$ cat src/rtl/i2c_slave_engine.sv
module i2c_slave_engine #(
  parameter int AW = 7,
  parameter int DW = 8
) (
  input  logic          clk,
  input  logic          rst_n,
  input  logic          en,
  input  logic [AW-1:0] own_addr,
  input  logic          scl_i,
  input  logic          sda_i,
  output logic          sda_oe,
  input  logic          wr_tx,
  input  logic [DW-1:0] wr_data,
  input  logic          rd_rx,
  output logic [DW-1:0] rx_data,
  output logic          dir_rd,
  output logic          rxnak,
  output logic          tx_empty,
  output logic          rx_full
);
  localparam int AB = AW + 1;
  localparam int CW = $clog2(DW + 2);

  typedef enum logic [2:0] {S_IDLE, S_ADDR, S_AACK, S_RX, S_RACK, S_TX, S_TACK} st_t;

  st_t st;
  logic [1:0] scl_sy, sda_sy;
  logic scl_d, sda_d;
  logic [CW-1:0] cnt;
  logic [DW-1:0] sr, tsr, txh;

  wire scl_s = scl_sy[1];
  wire sda_s = sda_sy[1];
  wire scl_rise = scl_s & ~scl_d;
  wire scl_fall = ~scl_s & scl_d;
  wire start = scl_s & scl_d & sda_d & ~sda_s;
  wire stop = scl_s & scl_d & ~sda_d & sda_s;

  always_ff @(posedge clk or negedge rst_n) begin
    if (!rst_n) begin
      scl_sy <= '1; sda_sy <= '1; scl_d <= 1'b1; sda_d <= 1'b1;
      st <= S_IDLE; cnt <= '0; sr <= '0; tsr <= '1; txh <= '1;
      rx_data <= '0; sda_oe <= 1'b0; dir_rd <= 1'b0; rxnak <= 1'b1;
      tx_empty <= 1'b1; rx_full <= 1'b0;
    end else begin
      scl_sy <= {scl_sy[0], scl_i};
      sda_sy <= {sda_sy[0], sda_i};
      scl_d <= scl_s;
      sda_d <= sda_s;
      if (!en) begin
        st <= S_IDLE; cnt <= '0; txh <= '1; sda_oe <= 1'b0; dir_rd <= 1'b0;
        rxnak <= 1'b1; tx_empty <= 1'b1; rx_full <= 1'b0;
      end else begin
        if (rd_rx) rx_full <= 1'b0;
        if (stop) begin
          st <= S_IDLE; sda_oe <= 1'b0;
        end else if (start) begin
          st <= S_ADDR; cnt <= '0; sda_oe <= 1'b0;
        end else begin
          case (st)
            S_ADDR: begin
              if (scl_rise) begin
                sr <= {sr[DW-2:0], sda_s}; cnt <= cnt + 1'b1;
              end else if (scl_fall && cnt == CW'(AB)) begin
                if (sr[AW:1] == own_addr) begin
                  dir_rd <= sr[0]; sda_oe <= 1'b1; st <= S_AACK;
                end else st <= S_IDLE;
              end
            end
            S_AACK: if (scl_fall) begin
              cnt <= '0;
              if (dir_rd) begin
                tsr <= txh; tx_empty <= 1'b1; sda_oe <= ~txh[DW-1]; st <= S_TX;
              end else begin
                sda_oe <= 1'b0; st <= S_RX;
              end
            end
            S_RX: begin
              if (scl_rise) begin
                sr <= {sr[DW-2:0], sda_s}; cnt <= cnt + 1'b1;
              end else if (scl_fall && cnt == CW'(DW)) begin
                rx_data <= sr; rx_full <= 1'b1; sda_oe <= 1'b1; st <= S_RACK;
              end
            end
            S_RACK: if (scl_fall) begin
              sda_oe <= 1'b0; cnt <= '0; st <= S_RX;
            end
            S_TX: begin
              if (scl_rise) cnt <= cnt + 1'b1;
              else if (scl_fall) begin
                if (cnt == CW'(DW)) begin
                  sda_oe <= 1'b0; st <= S_TACK;
                end else begin
                  tsr <= {tsr[DW-2:0], 1'b0}; sda_oe <= ~tsr[DW-2];
                end
              end
            end
            S_TACK: begin
              if (scl_rise) rxnak <= sda_s;
              else if (scl_fall) begin
                cnt <= '0;
                if (!rxnak) begin
                  tsr <= txh; tx_empty <= 1'b1; sda_oe <= ~txh[DW-1]; st <= S_TX;
                end else st <= S_IDLE;
              end
            end
            default: ;
          endcase
        end
        if (wr_tx) begin
          txh <= wr_data; tx_empty <= 1'b0;
        end
      end
    end
  end
endmodule


$ cat config.mk
export PLATFORM = sky130hd
export DESIGN_NAME = i2c_slave_engine
export DESIGN_NICKNAME = d
export VERILOG_FILES = /design/src/rtl/i2c_slave_engine.sv
export SDC_FILE = /design/constraint.sdc
export NUM_CORES = 1
export LEC_CHECK = 0
export BUFFER_PORTS_ARGS = -buffer_cell sky130_fd_sc_hd__buf_2
export CAP_MARGIN = 40
export CORE_ASPECT_RATIO = 0.8
export CORE_UTILIZATION = 40
export DETAILED_ROUTE_END_ITERATION = 12
export PLACE_DENSITY = 0.56
export RECOVER_POWER = 25
export REMOVE_ABC_BUFFERS = 1
export SKIP_CTS_REPAIR_TIMING = 1
export SLEW_MARGIN = 15
export SYNTH_ARGS = -nofsm -noshare
export SYNTH_HDL_FRONTEND = slang
export SYNTH_SLANG_ARGS = --single-unit
$ cat constraint.sdc
create_clock -name clk -period 2.41 [get_ports clk]
set_clock_uncertainty 0.05 [all_clocks]
set_input_delay 0.1205 -clock clk [delete_from_list [all_inputs] [get_ports clk]]
set_output_delay 0.1205 -clock clk [all_outputs]
set_load 0.1 [all_outputs]
==> results of run 1 <==
-- flip-flops by register name (all words and copies together), names as in the netlist --
signal    cells
scl_sy        2
txh           8
sda_oe        1
dir_rd        1
st            3
scl_d         1
sr            8
rxnak         1
tsr           7
sda_d         1
rx_full       1
rx_data       8
sda_sy        2
tx_empty      1
cnt           4
-- cells in the mapped netlist, types with 2 or more instances --
| cell type | instances |
|---|---|
| xnor2_1 | 8 |
| o21ai_0 | 13 |
| mux2i_1 | 12 |
| dfrtp_1 | 26 |
| inv_1 | 5 |
| mux2_2 | 21 |
| a21oi_1 | 7 |
| a31oi_1 | 3 |
| nand2_1 | 24 |
| nand2b_1 | 4 |
| xor2_1 | 2 |
| buf_6 | 4 |
| nor2b_1 | 2 |
| o32ai_1 | 2 |
| and2b_2 | 2 |
| nand4_1 | 2 |
| nor3_1 | 3 |
| clkbuf_1 | 4 |
| dfstp_2 | 23 |
| mux2_4 | 6 |
| ha_1 | 2 |
| nand3_1 | 6 |
| o211ai_1 | 3 |
| nor2_1 | 7 |
| buf_2 | 3 |
-- worst register-to-register path, cell delays in order, from the launching register on --
cell and delay, ns:
dfrtp_1 0.72, nor2_1 0.19, nor2_1 0.19, o32ai_1 0.10
or3_1 0.50, mux2_4 0.36
-- routing by layer --
metal	GRT usage	up-vias
met1	0.226	836
li1	-	860
met4	0.0520	0
met3	0.0375	6
met5	0	-
met2	0.231	42
-- area by class of cell --
class	instances	area, µm²
fill	556	3060
clock buffer	7	76.3
tap	81	101
inverter	5	18.8
sequential	49	1250
multi-input combinational	153	1160
timing repair buffer	47	297
clock inverter	1	7.51
-- power groups by stage --
stage          sequential, mW  combinational (mW)  clock, mW
2_1_floorplan           0.888              0.0502          0
3_5_place_dp            0.885               0.120          0
6_report                0.868               0.126      0.464
3_3_place_gp            0.885               0.119          0
4_1_cts                 0.870               0.120      0.489
5_1_grt                 0.871               0.139      0.510
-- worst paths after layout --
check	end	from	slack, ns
worst max-delay path	tsr[5]	st[2]	0.23
worst min-delay path	txh[1]	wr_data[1]	-0.003
worst max register to register	tsr[5]	st[2]	0.23
worst min register to register	scl_sy[1]	scl_sy[0]	0.31
max in group asynchronous	txh[7]	rst_n	0.92
min in group asynchronous	cnt[0]	rst_n	0.57
-- cells by family after synthesis --
family | synth area share
compound gates | 0.106
buf+inv | 0.0374
fa+ha+maj | 0.00997
flops | 0.500
mux | 0.178
simple gates | 0.133
xor+xnor | 0.0349
==> out/qor.log, run 1 <==
qor: cells_and_area.insertedDiodeCount 0
qor: synth.synth.yosys.seq_area_share 0.500
qor: detailed_routing.vias_per_cell 5.08
qor: floorplanning.core_area 5970 µm²
qor: place.dpl_worst_slack 0.240 ns
qor: synth.synth_top_cells_by_area dfrtp_1 (26%), dfstp_2 (24%), mux2_2 (9.4%)
qor: power_and_ir_drop.cellInternalPower 1.11 mW
qor: sta.timing.max_slew.rel_slack 0.151
qor: power_and_ir_drop.ir_worst_vdd 257 µV
qor: grt.grt_pass1_vias 1645
qor: sta.finalCriticalPeriod 2.18 ns
qor: clock_tree.cts.sink_count 49
qor: setup_path.slowest_stage_cell_cp dfrtp_1
qor: floorplanning.chipHeight 72.8 µm
qor: place.port-buffer-count 34
qor: synth.postSynth.asyncResetShare 1.00
qor: detailed_routing.wl_met1 2.46 mm
qor: place.gp_routability_congestion 0.915
qor: synth.synthesis.area 2510 µm²
qor: floorplanning.start_util 0.420
qor: setup_path.crit_buf_inv 0
qor: detailed_routing.met2_wirelength 2.06 mm
qor: clock_tree.cts_max_level 2
qor: floorplanning.design.portCount 35
qor: power_and_ir_drop.power_density 500 nW/µm²
qor: place.dpl-instance-area 2760 µm²
qor: grt.grt_start_max_net_pins 29
qor: detailed_routing.highest-signal-layer met4
qor: synth.ys_seq_elements 49
qor: setup_path.path_depth 5
qor: setup_path.critical_path.most_common_cell nor2_1
qor: synth.syn_area_per_cell 11.5 µm²
qor: power_and_ir_drop.part_of_the_power_in_combinational_logic 0.087
qor: sta.timing.final.max_slew_violations 0
qor: sta.timing.hold.ws -0.00312 ns
qor: sta.rsz_0062_raised_after_global_routing no
qor: power_and_ir_drop.clkPwrFrac 0.318
qor: detailed_routing.antenna_violating_nets_post_route 0
qor: setup_path.critPathLaunchType flip-flop
qor: detailed_routing.firstDrtPassIters 4
qor: sta.setup_ws 0.232 ns
qor: place.number_of_instances_in_the_placed_design 328
qor: cells_and_area.syn_to_final_growth 16.2%
qor: setup_path.critPathCaptureType flip-flop
qor: floorplanning.die_area 6590 µm²
qor: detailed_routing.detail_route.drc_violations 0
qor: grt.globalRoute.totalOverflow 0
qor: setup_path.timing.critical_path.arrival 2.36 ns
qor: detailed_routing.wl 4.78 mm
qor: setup_path.critical_path.max_stage_delay 0.72 ns
qor: grt.antenna_found_initial 0
qor: power_and_ir_drop.power.switching_fraction 0.237
qor: sta.total_negative_slack_for_setup_checks 0 ns
qor: worst_hold_path.worst_hold_path_type input port to flip-flop
qor: clock_tree.clock_insertion_delay_worst_skew 0.30 ns
qor: detailed_routing.detailedRoute.firstIterationViolations 113
qor: detailed_routing.wire_length_per_cell_after_detailed_routing 13.9 µm
qor: power_and_ir_drop.net-switching-power 0.345 mW
qor: job.cap_viol_max_count 0
qor: clock_tree.tritoncts built
qor: power_and_ir_drop.post-layout-total-power 1.46 mW
qor: cells_and_area.layout_utilization 0.488
qor: setup_path.worst-endpoint-required 2.59 ns
qor: cells_and_area.most_common_cell_after_layout_fill_and_taps_aside buf_2
qor: status.failed_checks hold timing
qor: cells_and_area.layout.cells.non_filler 343
qor: setup_path.path_class flip-flop to flip-flop
qor: synth.netlist-cell-type-count 49
qor: synth.yosysWarnings 0
qor: grt.overall_routing_resource_usage 0.156
qor: synth.predominant_post_synthesis_flop_cell dfrtp_1
qor: power_and_ir_drop.sequentialPowerShare 0.595
qor: cells_and_area.nets 285
qor: clock_tree.clock_tree.buffer_depth 2
qor: synth.synth_area_leader_cell dfrtp_1
qor: floorplanning.die_w 90.5 µm
qor: sta.final_hold_viol_count 1
qor: clock_tree.cts_inserted_buffers 5
qor: sta.setup-violations-final 0
qor: sta.maximum_clock_frequency 0.459 GHz
qor: cells_and_area.most-common-layout-cells buf_2 (33), dfrtp_1 (26), nand2_1 (24)
qor: power_and_ir_drop.static_leakage_power 1.34 nW
qor: sta.worst-slew-pin-transition 1.27 ns
qor: synth.synth_cells 218
qor: setup_path.number_of_cells_traversed_by_the_worst_register_to_register_path 5
qor: setup_path.critical_path.cell_chain nor2_1, nor2_1, o32ai_1, or3_1, mux2_4
qor: cells_and_area.finalInstanceArea 2920 µm²
qor: synth.synth.top_cell.area_share 0.259
qor: grt.grt_pass1_wl 8.08 mm
qor: status.run_status finished with violations
qor: setup_path.crit_family simple AND/OR/NAND/NOR gates
qor: setup_path.path_max_fanout 19
qor: floorplanning.placement_rows 25
qor: synth.synth-edff-count 0
qor: clock_tree.cts-root-buf clkbuf_8
qor: cells_and_area.final_layout_size_suffix_gt1_frac 0.374
qor: sta.timing.final.crit_share 0.904
qor: worst_hold_path.worst_hold_path.num_cells 3
qor: place.dp_hpwl 3.47 mm
qor: detailed_routing.wl_met3 201 µm
qor: clock_tree.worst_setup_hold_path_clk_slew 0.09 ns
qor: detailed_routing.vias 1744
No activity file was read; power rests on OpenSTA's default activity.
==> run 2: changes to the inputs <==
- CELL_PAD_IN_SITES_DETAIL_PLACEMENT: unset -> 0
- CELL_PAD_IN_SITES_GLOBAL_PLACEMENT: unset -> 1
- PLACE_DENSITY: 0.56 -> 0.68
==> out/qor.log, run 2 (same netlist as run 1, synthesis figures left out) <==
qor: setup_path.timing.critical_path.arrival 2.30 ns
qor: floorplanning.placement_rows 25
qor: sta.final_hold_viol_count 1
qor: sta.timing.final.max_slew_violations 0
qor: cells_and_area.biggestRegsByFlops rx_data: 8 flops, sr: 8 flops, txh: 8 flops
qor: setup_path.r2r_start scl_sy[1]
qor: detailed_routing.antenna_violating_nets_post_route 0
qor: cells_and_area.most_common_cell_after_layout_fill_and_taps_aside buf_2
qor: worst_hold_path.worst_hold_path_type input port to flip-flop
qor: floorplanning.die_area 6590 µm²
qor: sta.timing.final.crit_share 0.881
qor: setup_path.critical_path.reg2reg.endpoint tsr[3]
qor: setup_path.critPathLaunchType flip-flop
qor: grt.grt_pass1_wl 8.40 mm
qor: setup_path.crit_family simple AND/OR/NAND/NOR gates
qor: setup_path.worst-r2r-setup-slack 0.29 ns
qor: clock_tree.clock_tree.buffer_depth 2
qor: setup_path.critical_path.cell_chain and2b_2, o32ai_1, or3_1, mux2_4
qor: floorplanning.die_w 90.5 µm
qor: setup_path.crit_buf_inv 0
qor: clock_tree.cts_inserted_buffers 5
qor: floorplanning.design.portCount 35
qor: detailed_routing.firstDrtPassIters 6
qor: cells_and_area.final_layout_size_suffix_gt1_frac 0.405
qor: grt.grt_start_max_net_pins 23
qor: grt.globalRoute.totalOverflow 0
qor: sta.finalCriticalPeriod 2.12 ns
qor: setup_path.path_class flip-flop to flip-flop
qor: cells_and_area.nets 287
qor: clock_tree.cts_max_level 2
qor: clock_tree.worst_setup_hold_path_clk_slew 0.09 ns
qor: job.cap_viol_max_count 0
qor: sta.rsz_0062_raised_after_global_routing no
qor: status.failed_checks hold timing
qor: setup_path.critical_path.max_stage_delay 0.67 ns
qor: sta.timing.hold.ws -0.00351 ns
qor: place.port-buffer-count 34
qor: cells_and_area.insertedDiodeCount 0
qor: detailed_routing.wl 4.83 mm
qor: floorplanning.chipHeight 72.8 µm
qor: clock_tree.cts-root-buf clkbuf_8
qor: floorplanning.core_area 5970 µm²
qor: setup_path.number_of_cells_traversed_by_the_worst_register_to_register_path 4
qor: cells_and_area.most-common-layout-cells buf_2 (33), dfrtp_1 (26), nand2_1 (24)
qor: clock_tree.cts.sink_count 49
qor: power_and_ir_drop.ir_worst_vdd 284 µV
qor: sta.total_negative_slack_for_setup_checks 0 ns
qor: detailed_routing.vias 1754
qor: setup_path.critPathCapture tsr[3]
qor: detailed_routing.vias_per_cell 5.08
qor: place.gp_routability_congestion 0.813
qor: setup_path.worst-endpoint-required 2.58 ns
qor: power_and_ir_drop.static_leakage_power 1.37 nW
qor: sta.setup_ws 0.287 ns
qor: worst_hold_path.worst_hold_path.num_cells 3
qor: sta.timing.max_slew.rel_slack 0.238
qor: floorplanning.start_util 0.420
qor: sta.worst-slew-pin-transition 1.14 ns
qor: clock_tree.tritoncts built
qor: setup_path.slowest_stage_cell_cp dfstp_1
qor: sta.setup-violations-final 0
qor: power_and_ir_drop.power_density 508 nW/µm²
qor: detailed_routing.detail_route.drc_violations 0
qor: setup_path.critPathCaptureType flip-flop
qor: clock_tree.clock_insertion_delay_worst_skew 0.30 ns
qor: place.dpl_worst_slack 0.312 ns
qor: detailed_routing.wire_length_per_cell_after_detailed_routing 14.0 µm
qor: sta.maximum_clock_frequency 0.471 GHz
qor: detailed_routing.detailedRoute.firstIterationViolations 131
qor: place.dp_hpwl 3.65 mm
qor: grt.antenna_found_initial 0
qor: status.run_status finished with violations
qor: grt.grt_pass1_vias 1706
qor: setup_path.path_max_fanout 8
qor: setup_path.path_depth 4
qor: grt.overall_routing_resource_usage 0.162
qor: cells_and_area.syn_to_final_growth 17.4%
qor: setup_path.setup.worst_path.start scl_sy[1]
-- run 2: changes by cell type in the layout (fill, tap and decap cells not counted) --
cell           before  now
clkinvlp_4          1    0
buf_16              0    1
dfstp_2            18   21
dfstp_1             5    2
clkinv_4            0    1
clkinv_2            0    1
buf_4               5    9
clkbuf_8            5    6
clkbuf_1            3    1
buf_12              1    0
dlygate4sd3_1       7    5
-- run 2: worst min-delay path, cell delays in order --
cell	delay, ns
buf_2	0.07
mux2i_1	0.05
nand2_1	0.06
-- run 2: layer usage --
layer	GRT usage	vias to the layer above	wire, µm
met4	0.0376	0	34
li1	-	868	-
met3	0.0375	5	259
met1	0.239	835	2570
met2	0.242	46	1970
met5	0	-	0
-- run 2: worst min-delay path by stage --
stage / slack, ns / from / endpoint
after floorplan: -0.23 / rst_n / cnt[0]
after global placement: 0.18 / sda_i / sda_sy[0]
after detailed placement: 0.06 / rst_n / cnt[1]
after CTS: -0.28 / rst_n / cnt[2]
after global routing: 0.007 / wr_data[7] / txh[7]
final: -0.004 / wr_data[0] / txh[0]
-- run 2: layout make-up --
| cell class | instances | area (µm²) |
|---|---|---|
| fillers | 563 | 3030 |
| well taps | 81 | 101 |
| multi-input cells | 153 | 1160 |
| clock buffers | 6 | 82.6 |
| flip-flops and latches | 49 | 1250 |
| repair buffers | 49 | 314 |
| clock inverters | 2 | 13.8 |
| inverters | 5 | 18.8 |
-- run 2: metrics by stage --
stage                util  area [µm²]  std cells  power [mW]  hold WS (ns)
floorplan               -        2430        207       0.938        -0.225
global placement    0.464        2770        331        1.00         0.176
detailed placement  0.469        2800        332        1.01        0.0578
CTS                 0.485        2900        340        1.52        -0.280
global route        0.493        2950        345        1.57       0.00744
finish              0.493        2950        345        1.50      -0.00351
-- run 2: power breakdown --
part           leakage, nW  internal [mW]  switching [mW]
clock               0.0512          0.233           0.265
combinational        0.718         0.0597          0.0690
sequential           0.602          0.851          0.0181
==> run 3: changes to the inputs <==
- ABC_AREA: unset -> 0
- clock period: 2.41 -> 2.6 ns (I/O delays scaled with it)
==> out/qor.log, run 3 (same netlist as run 1, synthesis figures left out) <==
qor: setup_path.r2r_start st[2]
qor: cells_and_area.layout.cells.non_filler 341
qor: power_and_ir_drop.static_leakage_power 1.34 nW
qor: clock_tree.cts.sink_count 49
qor: setup_path.critPathCaptureType flip-flop
qor: sta.timing.final.max_slew_violations 0
qor: sta.timing.hold.ws 0.0000196 ns
qor: place.port-buffer-count 34
qor: clock_tree.cts_inserted_buffers 5
qor: setup_path.critical_path.reg2reg.endpoint tsr[4]
qor: detailed_routing.antenna_violating_nets_post_route 0
qor: sta.rsz_0062_raised_after_global_routing no
qor: setup_path.timing.critical_path.arrival 2.42 ns
qor: clock_tree.clock_tree.buffer_depth 2
qor: status.run_status finished clean
qor: power_and_ir_drop.sequentialPowerShare 0.584
qor: detailed_routing.wl 4.94 mm
qor: setup_path.number_of_cells_traversed_by_the_worst_register_to_register_path 5
qor: detailed_routing.vias_per_cell 5.04
qor: clock_tree.cts_max_level 2
qor: cells_and_area.nets 283
qor: grt.grt_use_met1 0.226
qor: sta.setup-violations-final 0
qor: power_and_ir_drop.part_of_the_power_in_combinational_logic 0.087
qor: place.dp_hpwl 3.57 mm
qor: sta.timing.max_slew.rel_slack 0.194
qor: power_and_ir_drop.power_density 474 nW/µm²
qor: worst_hold_path.worst_hold_path_type input port to flip-flop
qor: sta.timing.final.crit_share 0.861
qor: sta.worst-slew-pin-transition 1.21 ns
qor: detailed_routing.detail_route.drc_violations 0
qor: power_and_ir_drop.clkPwrFrac 0.329
qor: power_and_ir_drop.ir_worst_vdd 232 µV
qor: power_and_ir_drop.net-switching-power 0.343 mW
qor: floorplanning.chipHeight 72.8 µm
qor: worst_hold_path.hold_end txh[0]
qor: cells_and_area.syn_to_final_growth 15.8%
qor: grt.overall_routing_resource_usage 0.162
qor: sta.maximum_clock_frequency 0.447 GHz
qor: sta.setup_ws 0.361 ns
qor: setup_path.path_class flip-flop to flip-flop
qor: worst_hold_path.worst_hold_path.num_cells 3
qor: floorplanning.core_area 5970 µm²
qor: cells_and_area.most-common-layout-cells buf_2 (33), dfrtp_1 (26), nand2_1 (24)
qor: cells_and_area.final_layout_size_suffix_gt1_frac 0.377
qor: detailed_routing.detailedRoute.firstIterationViolations 124
qor: floorplanning.design.portCount 35
qor: clock_tree.clock_insertion_delay_worst_skew 0.30 ns
qor: floorplanning.die_w 90.5 µm
qor: setup_path.worst-r2r-setup-slack 0.36 ns
qor: grt.use_met2 0.249
qor: place.gp_routability_congestion 0.815
qor: power_and_ir_drop.power.switching_fraction 0.249
qor: cells_and_area.biggestRegsByFlops rx_data: 8 flops, sr: 8 flops, txh: 8 flops
qor: grt.grt_pass1_vias 1687
qor: cells_and_area.fill_cells 564
qor: detailed_routing.vias 1718
qor: grt.gr-usage-met3 0.0385
qor: sta.finalCriticalPeriod 2.24 ns
qor: job.cap_viol_max_count 0
qor: cells_and_area.regArea 1250 µm²
qor: place.dpl_worst_slack 0.403 ns
qor: grt.grt_pass1_wl 8.29 mm
qor: cells_and_area.insertedDiodeCount 0
qor: power_and_ir_drop.cellInternalPower 1.03 mW
qor: cells_and_area.multiInputGateArea 1160 µm²
qor: cells_and_area.most_common_cell_after_layout_fill_and_taps_aside buf_2
qor: floorplanning.die_area 6590 µm²
qor: detailed_routing.firstDrtPassIters 4
qor: worst_hold_path.worstHoldStart wr_data[0]
qor: sta.final_hold_viol_count 0
qor: sta.total_negative_slack_for_setup_checks 0 ns
qor: clock_tree.tritoncts built
qor: clock_tree.worst_setup_hold_path_clk_slew 0.09 ns
qor: grt.grt_start_max_net_pins 22
qor: setup_path.path_max_fanout 19
qor: grt.global_route.peak_usage_layer met2
qor: detailed_routing.wire_length_per_cell_after_detailed_routing 14.5 µm
qor: clock_tree.cts-root-buf clkbuf_8
qor: floorplanning.start_util 0.420
qor: setup_path.critPathLaunchType flip-flop
qor: grt.globalRoute.totalOverflow 0
qor: floorplanning.placement_rows 25
qor: place.number_of_instances_in_the_placed_design 328
qor: setup_path.worst-endpoint-required 2.78 ns
qor: grt.antenna_found_initial 0
[run 3: through the flow]
| step | area [µm²] | utilization | power (mW) |
|---|---|---|---|
| finish | 2910 | 0.486 | 1.38 |
| global route | 2910 | 0.486 | 1.44 |
| CTS | 2860 | 0.478 | 1.39 |
| detailed placement | 2770 | 0.464 | 0.935 |
| global placement | 2740 | 0.459 | 0.930 |
| floorplan | 2430 | - | 0.870 |
[run 3: how the worst max path moves through the flow]
stage,cells past startpoint,slack (ns),from,to
finish,5,0.36,st[2],tsr[4]
floorplan,5,0.33,dir_rd,tsr[1]
CTS,5,0.40,st[2],tsr[6]
detailed placement,5,0.40,st[2],tsr[6]
global route,5,0.20,st[2],tsr[6]
global placement,5,0.44,st[2],tsr[2]
[run 3: cell type report]
type | instances | share of cell area
clock buffer | 6 | 0.0250
clock inverter | 2 | 0.00474
inverter | 5 | 0.00646
multi-input combinational | 153 | 0.399
sequential | 49 | 0.432
tap | 81 | 0.0349
timing repair buffer | 45 | 0.0978
[run 3: worst max-delay path, stage by stage, from the launching register on]
cell     delay (ns)
dfrtp_1        0.75
nor2_1         0.17
nor2_1         0.20
o32ai_1        0.11
or3_1          0.52
mux2_4         0.37
[run 3: power groups by stage]
stage	clock [mW]	sequential, mW	combinational, mW
global placement	0	0.820	0.110
detailed placement	0	0.820	0.115
global route	0.500	0.808	0.134
finish	0.453	0.805	0.119
CTS	0.472	0.807	0.116
floorplan	0	0.823	0.0465
[run 3: per-layer routing]
layer | vias to the layer above | part of all wire
met1 | 818 | 0.54
met4 | 0 | 0.012
met5 | - | 0
met2 | 41 | 0.40
met3 | 7 | 0.045
li1 | 852 | -
